--- src/rtl/nwc_pkg.sv ---
package nwc_pkg;
  typedef enum logic [1:0] {
    ST_IDLE = 2'd0,
    ST_RUN  = 2'd1,
    ST_FIN  = 2'd2
  } nwc_state_e;
endpackage

--- src/rtl/nwc_ctrl.sv ---
module nwc_ctrl
  import nwc_pkg::*;
#(
  parameter int MAX_LVL = 4,
  localparam int CNT_W  = $clog2(MAX_LVL + 1),
  localparam int IDX_W  = (MAX_LVL > 1) ? $clog2(MAX_LVL) : 1
) (
  input  logic             clk,
  input  logic             rst_n,
  input  logic             start_i,
  input  logic             skip_i,
  input  logic [CNT_W-1:0] lvl_cnt_i,
  output logic             busy_o,
  output logic             load_o,
  output logic             step_o,
  output logic             fin_o,
  output logic [IDX_W-1:0] lvl_o
);
  nwc_state_e       state_q, state_d;
  logic [IDX_W-1:0] lvl_q, lvl_d;
  logic [CNT_W-1:0] last_q, last_d;
  logic [CNT_W-1:0] eff_cnt;

  // effective level count: zero when the request skips, clamped to MAX_LVL
  always_comb begin
    if (skip_i)
      eff_cnt = '0;
    else if (lvl_cnt_i > CNT_W'(MAX_LVL))
      eff_cnt = CNT_W'(MAX_LVL);
    else
      eff_cnt = lvl_cnt_i;
  end

  always_comb begin
    state_d = state_q;
    lvl_d   = lvl_q;
    last_d  = last_q;
    unique case (state_q)
      ST_IDLE: begin
        if (start_i) begin
          last_d  = eff_cnt;
          lvl_d   = '0;
          state_d = (eff_cnt == '0) ? ST_FIN : ST_RUN;
        end
      end
      ST_RUN: begin
        if (CNT_W'(lvl_q) == last_q - CNT_W'(1))
          state_d = ST_FIN;
        else
          lvl_d = lvl_q + IDX_W'(1);
      end
      ST_FIN:  state_d = ST_IDLE;
      default: state_d = ST_IDLE;
    endcase
  end

  always_ff @(posedge clk or negedge rst_n) begin
    if (!rst_n) begin
      state_q <= ST_IDLE;
      lvl_q   <= '0;
      last_q  <= '0;
    end else begin
      state_q <= state_d;
      lvl_q   <= lvl_d;
      last_q  <= last_d;
    end
  end

  assign busy_o = (state_q != ST_IDLE);
  assign load_o = (state_q == ST_IDLE) && start_i;
  assign step_o = (state_q == ST_RUN);
  assign fin_o  = (state_q == ST_FIN);
  assign lvl_o  = lvl_q;

  // walked index stays inside the effective count
  p_lvl_bound_r12: assert property (@(posedge clk) disable iff (!rst_n)
    (state_q == ST_RUN) |-> (CNT_W'(lvl_q) < last_q));

  // a start pulse during the walk does not disturb the level sequence
  p_start_ignored_r9: assert property (@(posedge clk) disable iff (!rst_n)
    (state_q == ST_RUN && start_i) |=>
      (state_q == ST_FIN || lvl_q == $past(lvl_q) + IDX_W'(1)));

  // the effective count is frozen while busy
  p_count_frozen_r9: assert property (@(posedge clk) disable iff (!rst_n)
    (state_q != ST_IDLE) |=> $stable(last_q));
endmodule

--- src/rtl/nwc_range.sv ---
module nwc_range #(
  parameter int ADDR_W  = 32,
  parameter int MAX_LVL = 4,
  localparam int IDX_W  = (MAX_LVL > 1) ? $clog2(MAX_LVL) : 1
) (
  input  logic                      clk,
  input  logic                      rst_n,
  input  logic                      load_i,
  input  logic                      step_i,
  input  logic                      skip_i,
  input  logic [IDX_W-1:0]          lvl_i,
  input  logic [ADDR_W-1:0]         addr_i,
  input  logic [ADDR_W-1:0]         size_i,
  input  logic [MAX_LVL*ADDR_W-1:0] win_lo_i,
  input  logic [MAX_LVL*ADDR_W-1:0] win_hi_i,
  output logic [ADDR_W-1:0]         lo_o,
  output logic [ADDR_W-1:0]         hi_o,
  output logic                      kill_o
);
  logic [ADDR_W-1:0] lo_arr [MAX_LVL];
  logic [ADDR_W-1:0] hi_arr [MAX_LVL];

  for (genvar g = 0; g < MAX_LVL; g++) begin : g_unpack
    assign lo_arr[g] = win_lo_i[g*ADDR_W +: ADDR_W];
    assign hi_arr[g] = win_hi_i[g*ADDR_W +: ADDR_W];
  end

  logic [ADDR_W-1:0] lo_q, lo_d, hi_q, hi_d;
  logic              kill_q, kill_d;
  logic [ADDR_W-1:0] cur_lo, cur_hi;

  assign cur_lo = lo_arr[lvl_i];
  assign cur_hi = hi_arr[lvl_i];

  always_comb begin
    lo_d   = lo_q;
    hi_d   = hi_q;
    kill_d = kill_q;
    if (load_i) begin
      lo_d   = addr_i;
      hi_d   = addr_i + size_i - ADDR_W'(1);
      kill_d = skip_i;
    end else if (step_i) begin
      lo_d = (cur_lo > lo_q) ? cur_lo : lo_q;
      hi_d = (cur_hi < hi_q) ? cur_hi : hi_q;
    end
  end

  always_ff @(posedge clk or negedge rst_n) begin
    if (!rst_n) begin
      lo_q   <= '0;
      hi_q   <= '0;
      kill_q <= 1'b0;
    end else if (load_i || step_i) begin
      lo_q   <= lo_d;
      hi_q   <= hi_d;
      kill_q <= kill_d;
    end
  end

  assign lo_o   = lo_q;
  assign hi_o   = hi_q;
  assign kill_o = kill_q;

  // a level can only raise the lower bound
  p_lo_rises_r2: assert property (@(posedge clk) disable iff (!rst_n)
    (step_i && !load_i) |=> (lo_q >= $past(lo_q)));

  // a level can only lower the upper bound
  p_hi_falls_r3: assert property (@(posedge clk) disable iff (!rst_n)
    (step_i && !load_i) |=> (hi_q <= $past(hi_q)));
endmodule

--- src/rtl/nwc_result.sv ---
module nwc_result #(
  parameter int ADDR_W = 32
) (
  input  logic              clk,
  input  logic              rst_n,
  input  logic              fin_i,
  input  logic              kill_i,
  input  logic [ADDR_W-1:0] lo_i,
  input  logic [ADDR_W-1:0] hi_i,
  output logic              done_o,
  output logic [ADDR_W-1:0] addr_o,
  output logic [ADDR_W-1:0] size_o,
  output logic              none_o,
  output logic              chg_o
);
  logic [ADDR_W-1:0] addr_q, addr_d, size_q, size_d;
  logic              none_q, none_d, chg_q, chg_d, done_q;
  logic              empty;

  assign empty = kill_i || (lo_i > hi_i);

  always_comb begin
    addr_d = addr_q;
    size_d = size_q;
    none_d = none_q;
    chg_d  = 1'b0;
    if (fin_i) begin
      none_d = empty;
      addr_d = empty ? '1 : lo_i;
      size_d = empty ? '0 : (hi_i - lo_i + ADDR_W'(1));
      chg_d  = (addr_d != addr_q) || (size_d != size_q);
    end
  end

  always_ff @(posedge clk or negedge rst_n) begin
    if (!rst_n) begin
      addr_q <= '1;
      size_q <= '0;
      none_q <= 1'b1;
      chg_q  <= 1'b0;
      done_q <= 1'b0;
    end else begin
      done_q <= fin_i;
      chg_q  <= chg_d;
      if (fin_i) begin
        addr_q <= addr_d;
        size_q <= size_d;
        none_q <= none_d;
      end
    end
  end

  assign done_o = done_q;
  assign addr_o = addr_q;
  assign size_o = size_q;
  assign none_o = none_q;
  assign chg_o  = chg_q;

  // done is a single-cycle strobe
  p_done_single_r10: assert property (@(posedge clk) disable iff (!rst_n)
    done_q |=> !done_q);

  // unmapped results carry the marker start and zero size
  p_none_marker_r5: assert property (@(posedge clk) disable iff (!rst_n)
    none_q |-> (addr_q == '1 && size_q == '0));

  // a reported change means the outputs moved
  p_chg_moved_r8: assert property (@(posedge clk) disable iff (!rst_n)
    (done_q && chg_q) |-> (addr_q != $past(addr_q) || size_q != $past(size_q)));

  // no reported change means the outputs held
  p_chg_held_r8: assert property (@(posedge clk) disable iff (!rst_n)
    (done_q && !chg_q) |-> ($stable(addr_q) && $stable(size_q)));

  // change flag only accompanies done
  p_chg_with_done_r8: assert property (@(posedge clk) disable iff (!rst_n)
    chg_q |-> done_q);
endmodule

--- src/rtl/nested_window_clipper.sv ---
module nested_window_clipper #(
  parameter int ADDR_W  = 32,
  parameter int MAX_LVL = 4,
  localparam int CNT_W  = $clog2(MAX_LVL + 1),
  localparam int IDX_W  = (MAX_LVL > 1) ? $clog2(MAX_LVL) : 1
) (
  input  logic                      clk,
  input  logic                      rst_n,
  input  logic                      start_i,
  input  logic [ADDR_W-1:0]         res_addr_i,
  input  logic [ADDR_W-1:0]         res_size_i,
  input  logic                      sel_io_i,
  input  logic                      io_dec_en_i,
  input  logic                      mem_dec_en_i,
  input  logic [CNT_W-1:0]          lvl_cnt_i,
  input  logic [MAX_LVL*ADDR_W-1:0] win_lo_i,
  input  logic [MAX_LVL*ADDR_W-1:0] win_hi_i,
  output logic                      busy_o,
  output logic                      done_o,
  output logic [ADDR_W-1:0]         map_addr_o,
  output logic [ADDR_W-1:0]         map_size_o,
  output logic                      map_none_o,
  output logic                      changed_o
);
  logic             dec_off, in_none, skip;
  logic             load, step, fin, kill;
  logic [IDX_W-1:0] lvl;
  logic [ADDR_W-1:0] lo, hi;

  // the selected space's enable gates the whole request
  assign dec_off = sel_io_i ? !io_dec_en_i : !mem_dec_en_i;
  // an all-ones start is already unmapped
  assign in_none = (res_addr_i == '1);
  assign skip    = dec_off || in_none;

  nwc_ctrl #(.MAX_LVL(MAX_LVL)) u_ctrl (
    .clk       (clk),
    .rst_n     (rst_n),
    .start_i   (start_i),
    .skip_i    (skip),
    .lvl_cnt_i (lvl_cnt_i),
    .busy_o    (busy_o),
    .load_o    (load),
    .step_o    (step),
    .fin_o     (fin),
    .lvl_o     (lvl)
  );

  nwc_range #(.ADDR_W(ADDR_W), .MAX_LVL(MAX_LVL)) u_range (
    .clk      (clk),
    .rst_n    (rst_n),
    .load_i   (load),
    .step_i   (step),
    .skip_i   (skip),
    .lvl_i    (lvl),
    .addr_i   (res_addr_i),
    .size_i   (res_size_i),
    .win_lo_i (win_lo_i),
    .win_hi_i (win_hi_i),
    .lo_o     (lo),
    .hi_o     (hi),
    .kill_o   (kill)
  );

  nwc_result #(.ADDR_W(ADDR_W)) u_result (
    .clk    (clk),
    .rst_n  (rst_n),
    .fin_i  (fin),
    .kill_i (kill),
    .lo_i   (lo),
    .hi_i   (hi),
    .done_o (done_o),
    .addr_o (map_addr_o),
    .size_o (map_size_o),
    .none_o (map_none_o),
    .chg_o  (changed_o)
  );

  // done never coincides with an active walk
  p_done_idle_r10: assert property (@(posedge clk) disable iff (!rst_n)
    done_o |-> !step);
endmodule

--- config.mk ---
export PLATFORM = sky130hd
export DESIGN_NAME = nested_window_clipper
export DESIGN_NICKNAME = d
export VERILOG_FILES = /design/src/rtl/nwc_pkg.sv /design/src/rtl/nwc_ctrl.sv /design/src/rtl/nwc_range.sv /design/src/rtl/nwc_result.sv /design/src/rtl/nested_window_clipper.sv
export SDC_FILE = /design/constraint.sdc
export NUM_CORES = 1
export LEC_CHECK = 0
export ABC_AREA = 1
export ABC_CLOCK_PERIOD_IN_PS = 5200
export CORE_UTILIZATION = 45
export CTS_BUF_LIST = sky130_fd_sc_hd__clkbuf_2
export DETAILED_ROUTE_END_ITERATION = 7
export PLACE_DENSITY = 0.71
export SLEW_MARGIN = 20
export SYNTH_ARGS = -nofsm -noshare
export SYNTH_HDL_FRONTEND = slang
export SYNTH_SLANG_ARGS = --single-unit
--- constraint.sdc ---
create_clock -name clk -period 5.2 [get_ports clk]
set_input_delay 1.04 -clock clk [delete_from_list [all_inputs] [get_ports clk]]
set_output_delay 1.04 -clock clk [all_outputs]
set_load 0.02 [all_outputs]
==> flow_metrics.env, run 1 <==
export IMPL_clk_latency_ps=790
export IMPL_reg2reg_depth=17
export IMPL_crit_path_end="u_range.hi_o[11]"
export IMPL_die_width_um=194.4
export IMPL_final_nets=3574
export IMPL_start_util_pct=45.63
export IMPL_placed_area_mm2=0.02104
export IMPL_leakage_nw=10.60
export IMPL_worstReg2RegEnd="u_range.hi_o[11]"
export IMPL_worstPathMaxFanout=41
export IMPL_route_detailed_drc=0
export IMPL_p_sw_mw=9.658
export IMPL_worstMarginPinSlew_ps=796.1
export IMPL_r2r_start="u_ctrl.lvl_o[0]"
export IMPL_io_pins=397
export IMPL_fmax_mhz=240.4
export IMPL_syn_area_per_cell_um2=6.202
export IMPL_status="finished, final reports clean"
export IMPL_synth_most_common_cell="nand2_1"
export IMPL_path_delay_family="compound AO/OA/AOI/OAI gates"
export IMPL_synth_nets=3236
export IMPL_wirelength_um=68070
export IMPL_post_route_period_util_pct=79.99
export IMPL_initialDrtViolationCount=1576
export IMPL_p_seq_share_pct=13.9
export IMPL_num_rows=70
export IMPL_core_area_mm2=0.03652
export IMPL_slew_headroom_pct=46.92
export IMPL_tritoncts="built"
export IMPL_area_delta_synth_final_pct=27.31
export IMPL_cts_root_buffer="clkbuf_2"
export IMPL_drv_slew=0
export IMPL_finalSetupTns_ps=0
export IMPL_clk_pin_slew_ps=250
export IMPL_cts_buffers=17
export IMPL_routed_via_density=5.525
export IMPL_grt_busiest_layer="met2"
export IMPL_use_met2_pct=59.21
export IMPL_drv_cap=0
export IMPL_setup_viol=0
export IMPL_cp_cell_sequence="buf_4, o21ai_0, o22ai_1, ha_1, nand2_1, nor2_1, a211oi_1, o21ai_0, nand3_1, nand3_1, nand2_1, buf_4, nand2_2, nand2_1, buf_4, nor2_1, nor3_1"
export IMPL_synth_top_area_share_pct=16.37
export IMPL_synth_area_leader_cell="ha_1"
export IMPL_cp_startpoint="u_ctrl.lvl_o[0]"
export IMPL_wl_per_cell_um=19.41
export IMPL_holdWs_ps=253.5
export IMPL_htreeDepth=4
export IMPL_crit_path_end_kind="flip-flop"
export IMPL_cts_sinks=139
export IMPL_period_needed_ps=4160
export IMPL_hold_violations=0
export IMPL_grt_setup_unrepaired="false"
export IMPL_cpMaxStageDelayCell="dfrtp_4"
export IMPL_grt_use_total_pct=35.68
export IMPL_fillers=3639
export IMPL_synthArstFlopShare_pct=100.0
export IMPL_critPathMaxStageDelay_ps=710
export IMPL_grt_pass1_vias=18670
export IMPL_multi_input_area_mm2=0.01100
export IMPL_fin_total_pwr_mw=15.71
export IMPL_drive_gt1_share_pct=3.785
export IMPL_seq_area_frac_synth_pct=21.12
export IMPL_seq_area_mm2=0.003525
export IMPL_cts_resized=0
export IMPL_dpl_hpwl_um=57290
export IMPL_gr_usage_met1_pct=46.57
export IMPL_regToRegSetupSlack_ps=1040
export IMPL_synth_flop_cell="dfrtp_1"
export IMPL_sw_frac_of_total_pct=61.46
export IMPL_io_buffer_count=396
export IMPL_powerDensity_mw_per_mm2=740.7
export IMPL_cp_arrival_ps=4840
export IMPL_first_pass_iters=6
export IMPL_cp_num_buf_inv=3
export IMPL_clockPowerShare_pct=3.7
export IMPL_hp_class="primary input to asynchronous set/reset pin"
export IMPL_worstPathRequired_ps=5880
export IMPL_final_antenna_net_count=0
export IMPL_intPower_mw=6.057
export IMPL_worst_setup_path_type="flip-flop to flip-flop"
export IMPL_grt_pass1_wl_um=104200
export IMPL_ys_ff_latch=139
export IMPL_fp_dieArea_mm2=0.03781
export IMPL_path_depth=17
export IMPL_yosys_warnings=0
export IMPL_syn_inst=2687
export IMPL_cp_start_kind="flip-flop"
export IMPL_fin_area_mm2=0.02122
export IMPL_clock_skew_ps=70.66
export IMPL_via_count=19380
export IMPL_place_congestion=1.008
export IMPL_clock_path_buffers=2
export IMPL_grt_overflow_total=0
export IMPL_cts_setup_buffers=0
export IMPL_synth_top_cells_by_count="nand2_1, inv_1, o21ai_0, nor2_1, ha_1"
export IMPL_synthTopCellsByArea="ha_1, dfrtp_1, nand2_1"
export IMPL_postCtsHoldBufs=0
export IMPL_antenna_found_initial=4
export IMPL_synth_edff_count=0
export IMPL_syn_area_mm2=0.01666
export IMPL_die_y_um=194.4
export IMPL_grt_start_max_net_pins=79
export IMPL_irDropWorstVdd_v=0.0004092
export IMPL_ys_types=43
export IMPL_p_comb_share_pct=82.4
export IMPL_grtUsageMet3_pct=4.390
## power groups by stage
stage	Sequential (mW)	Combinational [mW]	Clock (mW)
2_1_floorplan	2.27	8.30	0
5_1_grt	2.25	14.3	0.628
4_1_cts	2.17	12.7	0.580
3_5_place_dp	2.20	12.7	0
6_report	2.19	12.9	0.574
3_3_place_gp	2.18	12.4	0
## logic make-up after synthesis
| family | synth area share (%) |
|---|---|
| buffers and inverters | 12.94 |
| DFF | 21.12 |
| AOI/OAI and AO/OA | 17.83 |
| and+or+nand+nor | 29.75 |
| adders and majority gates | 16.61 |
| muxes | 0.06757 |
| xor gates and xnor gates | 1.682 |
## flip-flops by register name (all words and copies together) (netlist names)
signal and count:
u_ctrl.last_q 3, u_ctrl.lvl_o 2, u_ctrl.state_q 2, u_range.hi_o 32, u_range.kill_o 1, u_range.lo_o 32
u_result.addr_o 32, u_result.chg_o 1, u_result.done_o 1, u_result.none_o 1, u_result.size_o 32
## worst min-delay path by stage
stage | slack (ps) | end | cells after the start | from
finish | 250 | u_range.lo_o[9] | 1 | rst_n
global route | 240 | u_range.lo_o[9] | 1 | rst_n
CTS | 260 | u_range.lo_o[9] | 1 | rst_n
global placement | 490 | u_ctrl.last_q[2] | 2 | u_ctrl.last_q[2]
floorplan | 470 | u_ctrl.last_q[2] | 2 | u_ctrl.last_q[2]
detailed placement | 500 | u_ctrl.last_q[2] | 2 | u_ctrl.last_q[2]
## cells in the final DEF (no fill, tap or decap), drive strengths merged, types with 19 or more instances in the layout
cell / instances
clkdlybuf4s50: 395
a21oi: 119
o22ai: 68
nand3: 129
xor2: 27
nand4: 90
o21ai: 316
dfstp: 33
ha: 218
nand2: 659
nor2: 267
inv: 449
dfrtp: 106
buf: 31
clkbuf: 19
## final cells by class
type,count,share of cell area (%)
diodes,2,0.02359
clock inverters,13,0.3656
repair buffers,426,19.99
flip-flops and latches,139,16.61
well taps,468,2.760
inverters,448,7.938
clock buffers,19,0.4482
multi-input cells,1993,51.87
## worst register-to-register path, stage by stage (launching register included)
cell	delay (ps)
dfrtp_4	710
buf_4	450
o21ai_0	270
o22ai_1	430
ha_1	340
nand2_1	90
nor2_1	60
a211oi_1	270
o21ai_0	130
nand3_1	80
nand3_1	90
nand2_1	70
buf_4	210
nand2_2	230
nand2_1	170
buf_4	270
nor2_1	80
nor3_1	140
## per-stage QoR
step / setup slack [ps] / utilization (%) / cells
CTS: 1122 / 58.08 / 3506
detailed placement: 728.2 / 57.61 / 3474
floorplan: 1902 / - / 2687
finish: 1040 / 58.09 / 3508
global placement: 745.6 / 57.61 / 3474
global route: 751.8 / 58.09 / 3507
## layer usage
metal,wire length [um],up-vias
li1,-,9447
met1,29280,9019
met2,31470,801
met3,4271,111
met4,3038,2
met5,13,-
Note: power is estimated with default switching activity, not from simulation.
==> run 2, diff against run 1 <==
--- a/config.mk
+++ b/config.mk
@@ -6,11 +6,11 @@
 export NUM_CORES = 1
 export LEC_CHECK = 0
 export ABC_AREA = 1
-export ABC_CLOCK_PERIOD_IN_PS = 5200
+export ABC_CLOCK_PERIOD_IN_PS = 3700
 export CORE_UTILIZATION = 45
 export CTS_BUF_LIST = sky130_fd_sc_hd__clkbuf_2
 export DETAILED_ROUTE_END_ITERATION = 7
-export PLACE_DENSITY = 0.71
+export PLACE_DENSITY = 0.74
 export SLEW_MARGIN = 20
 export SYNTH_ARGS = -nofsm -noshare
 export SYNTH_HDL_FRONTEND = slang
==> constraint.sdc (replaced) <==
create_clock -name clk -period 3.7 [get_ports clk]
set_input_delay 0.74 -clock clk [delete_from_list [all_inputs] [get_ports clk]]
set_output_delay 0.74 -clock clk [all_outputs]
set_load 0.02 [all_outputs]
==> flow_metrics.env, run 2 (synthesis gave the netlist of run 1 again) <==
export IMPL_status="finished, final reports clean"
export IMPL_mostFrequentLayoutCells="nand2_1, inv_1, clkdlybuf4s50_1"
export IMPL_htreeDepth=4
export IMPL_worstPathRequired_ps=4370
export IMPL_fin_total_pwr_mw=23.64
export IMPL_reg2reg_depth=15
export IMPL_cts_root_buffer="clkbuf_2"
export IMPL_r2r_start="u_ctrl.lvl_o[0]"
export IMPL_clock_skew_ps=49.55
export IMPL_die_y_um=194.4
export IMPL_start_util_pct=45.63
export IMPL_worstPathMaxFanout=62
export IMPL_fp_dieArea_mm2=0.03781
export IMPL_core_area_mm2=0.03652
export IMPL_area_delta_synth_final_pct=33.55
export IMPL_route_detailed_drc=0
export IMPL_first_pass_iters=6
export IMPL_final_nets=3672
export IMPL_cts_sinks=139
export IMPL_cts_buffers=17
export IMPL_post_route_period_util_pct=95.60
export IMPL_fillers=3491
export IMPL_clock_path_buffers=2
export IMPL_period_needed_ps=3537
export IMPL_powerDensity_mw_per_mm2=1062
export IMPL_setup_viol=0
export IMPL_io_buffer_count=396
export IMPL_slew_headroom_pct=41.60
export IMPL_fmax_mhz=282.7
export IMPL_drv_cap=0
export IMPL_grt_pass1_wl_um=106000
export IMPL_via_count=19810
export IMPL_fin_area_mm2=0.02226
export IMPL_leakage_nw=11.18
export IMPL_dpl_hpwl_um=59280
export IMPL_clk_latency_ps=810
export IMPL_antenna_found_initial=2
export IMPL_worstReg2RegEnd="u_range.lo_o[27]"
export IMPL_worstMarginPinSlew_ps=866.8
export IMPL_regToRegSetupSlack_ps=160
export IMPL_cp_startpoint="u_ctrl.lvl_o[0]"
export IMPL_final_antenna_net_count=0
export IMPL_clk_pin_slew_ps=280
export IMPL_drive_gt1_share_pct=7.111
export IMPL_io_pins=397
export IMPL_grt_pass1_vias=18990
export IMPL_worst_setup_path_type="flip-flop to flip-flop"
export IMPL_initialDrtViolationCount=1293
export IMPL_tritoncts="built"
export IMPL_cp_arrival_ps=4200
export IMPL_irDropWorstVdd_v=0.0004606
export IMPL_hold_violations=0
export IMPL_num_rows=70
export IMPL_wirelength_um=69520
export IMPL_grt_use_total_pct=36.40
export IMPL_grt_overflow_total=0
export IMPL_hp_class="primary input to asynchronous set/reset pin"
export IMPL_routed_via_density=5.492
export IMPL_placed_area_mm2=0.02185
export IMPL_cp_start_kind="flip-flop"
export IMPL_place_congestion=1.006
export IMPL_utilization_pct=60.94
export IMPL_final_common_cell="nand2_1"
export IMPL_wl_per_cell_um=19.28
export IMPL_die_width_um=194.4
export IMPL_drv_slew=0
export IMPL_grt_start_max_net_pins=80
export IMPL_holdWs_ps=462.0
export IMPL_crit_path_end_kind="flip-flop"
## run 2: layer usage
metal | vias up | global-route usage, % | share of wire [%]
met5 | - | 0 | 0.029
met4 | 2 | 14.79 | 4.2
met3 | 106 | 3.939 | 6.1
met2 | 760 | 61.61 | 47
met1 | 9276 | 47.17 | 43
li1 | 9661 | - | -
## run 2: worst max-delay path, cell delays in order (launching register included)
cell and delay [ps]:
dfrtp_4 510, buf_12 190, buf_12 260, o21ai_0 200, o22ai_1 450, ha_1 340, a21oi_1 140, o21ai_0 90
nand2_1 60, nand3_1 90, a221oi_1 270, a21oi_1 100, or2_1 260, buf_4 220, nand2_1 70, o21ai_0 80
## run 2: report_power, final
part / internal (mW) / switching [mW]
registers: 2.38 / 0.656
logic: 6.90 / 12.6
clock network: 0.354 / 0.729
total: 9.64 / 14.0
## run 2: repair_timing
action,in CTS,in global routing
setup endpoints to repair,32,33
hold buffers,1,0
hold endpoints to repair,66,0
pin swaps,0,2
gates resized for setup,2,11
buffers inserted,0,5
## run 2: worst max-delay path by stage
stage / slack (ps) / depth (start not counted) / endpoint
after floorplan: 610 / 18 / u_range.hi_o[29]
after global placement: -190 / 14 / u_range.lo_o[20]
after detailed placement: -300 / 14 / u_range.lo_o[31]
after CTS: 10 / 15 / u_range.lo_o[23]
after global routing: -10 / 16 / u_range.lo_o[21]
final: 160 / 15 / u_range.lo_o[27]
## run 2: stage by stage
step / worst slack (ps) / TNS (ps) / cells
after global placement: -193.5 / -5414 / 3566
after floorplan: 608.3 / 0 / 2687
after global routing: -13.72 / -13.72 / 3605
after CTS: 10.59 / 0 / 3599
after detailed placement: -297.3 / -8032 / 3566
final: 162.9 / 0 / 3606
## run 2: final cells by class
type                    instances  area [um^2]  share of cell area [%]
diodes                          2        5.005                 0.02249
repair buffers                524         5104                   22.93
multi-input cells            1993        11070                   49.76
flip-flops and latches        139         3525                   15.84
well taps                     468        585.6                   2.631
clock inverters                15        193.9                  0.8714
inverters                     448         1684                   7.567
clock buffers                  17        85.08                  0.3823
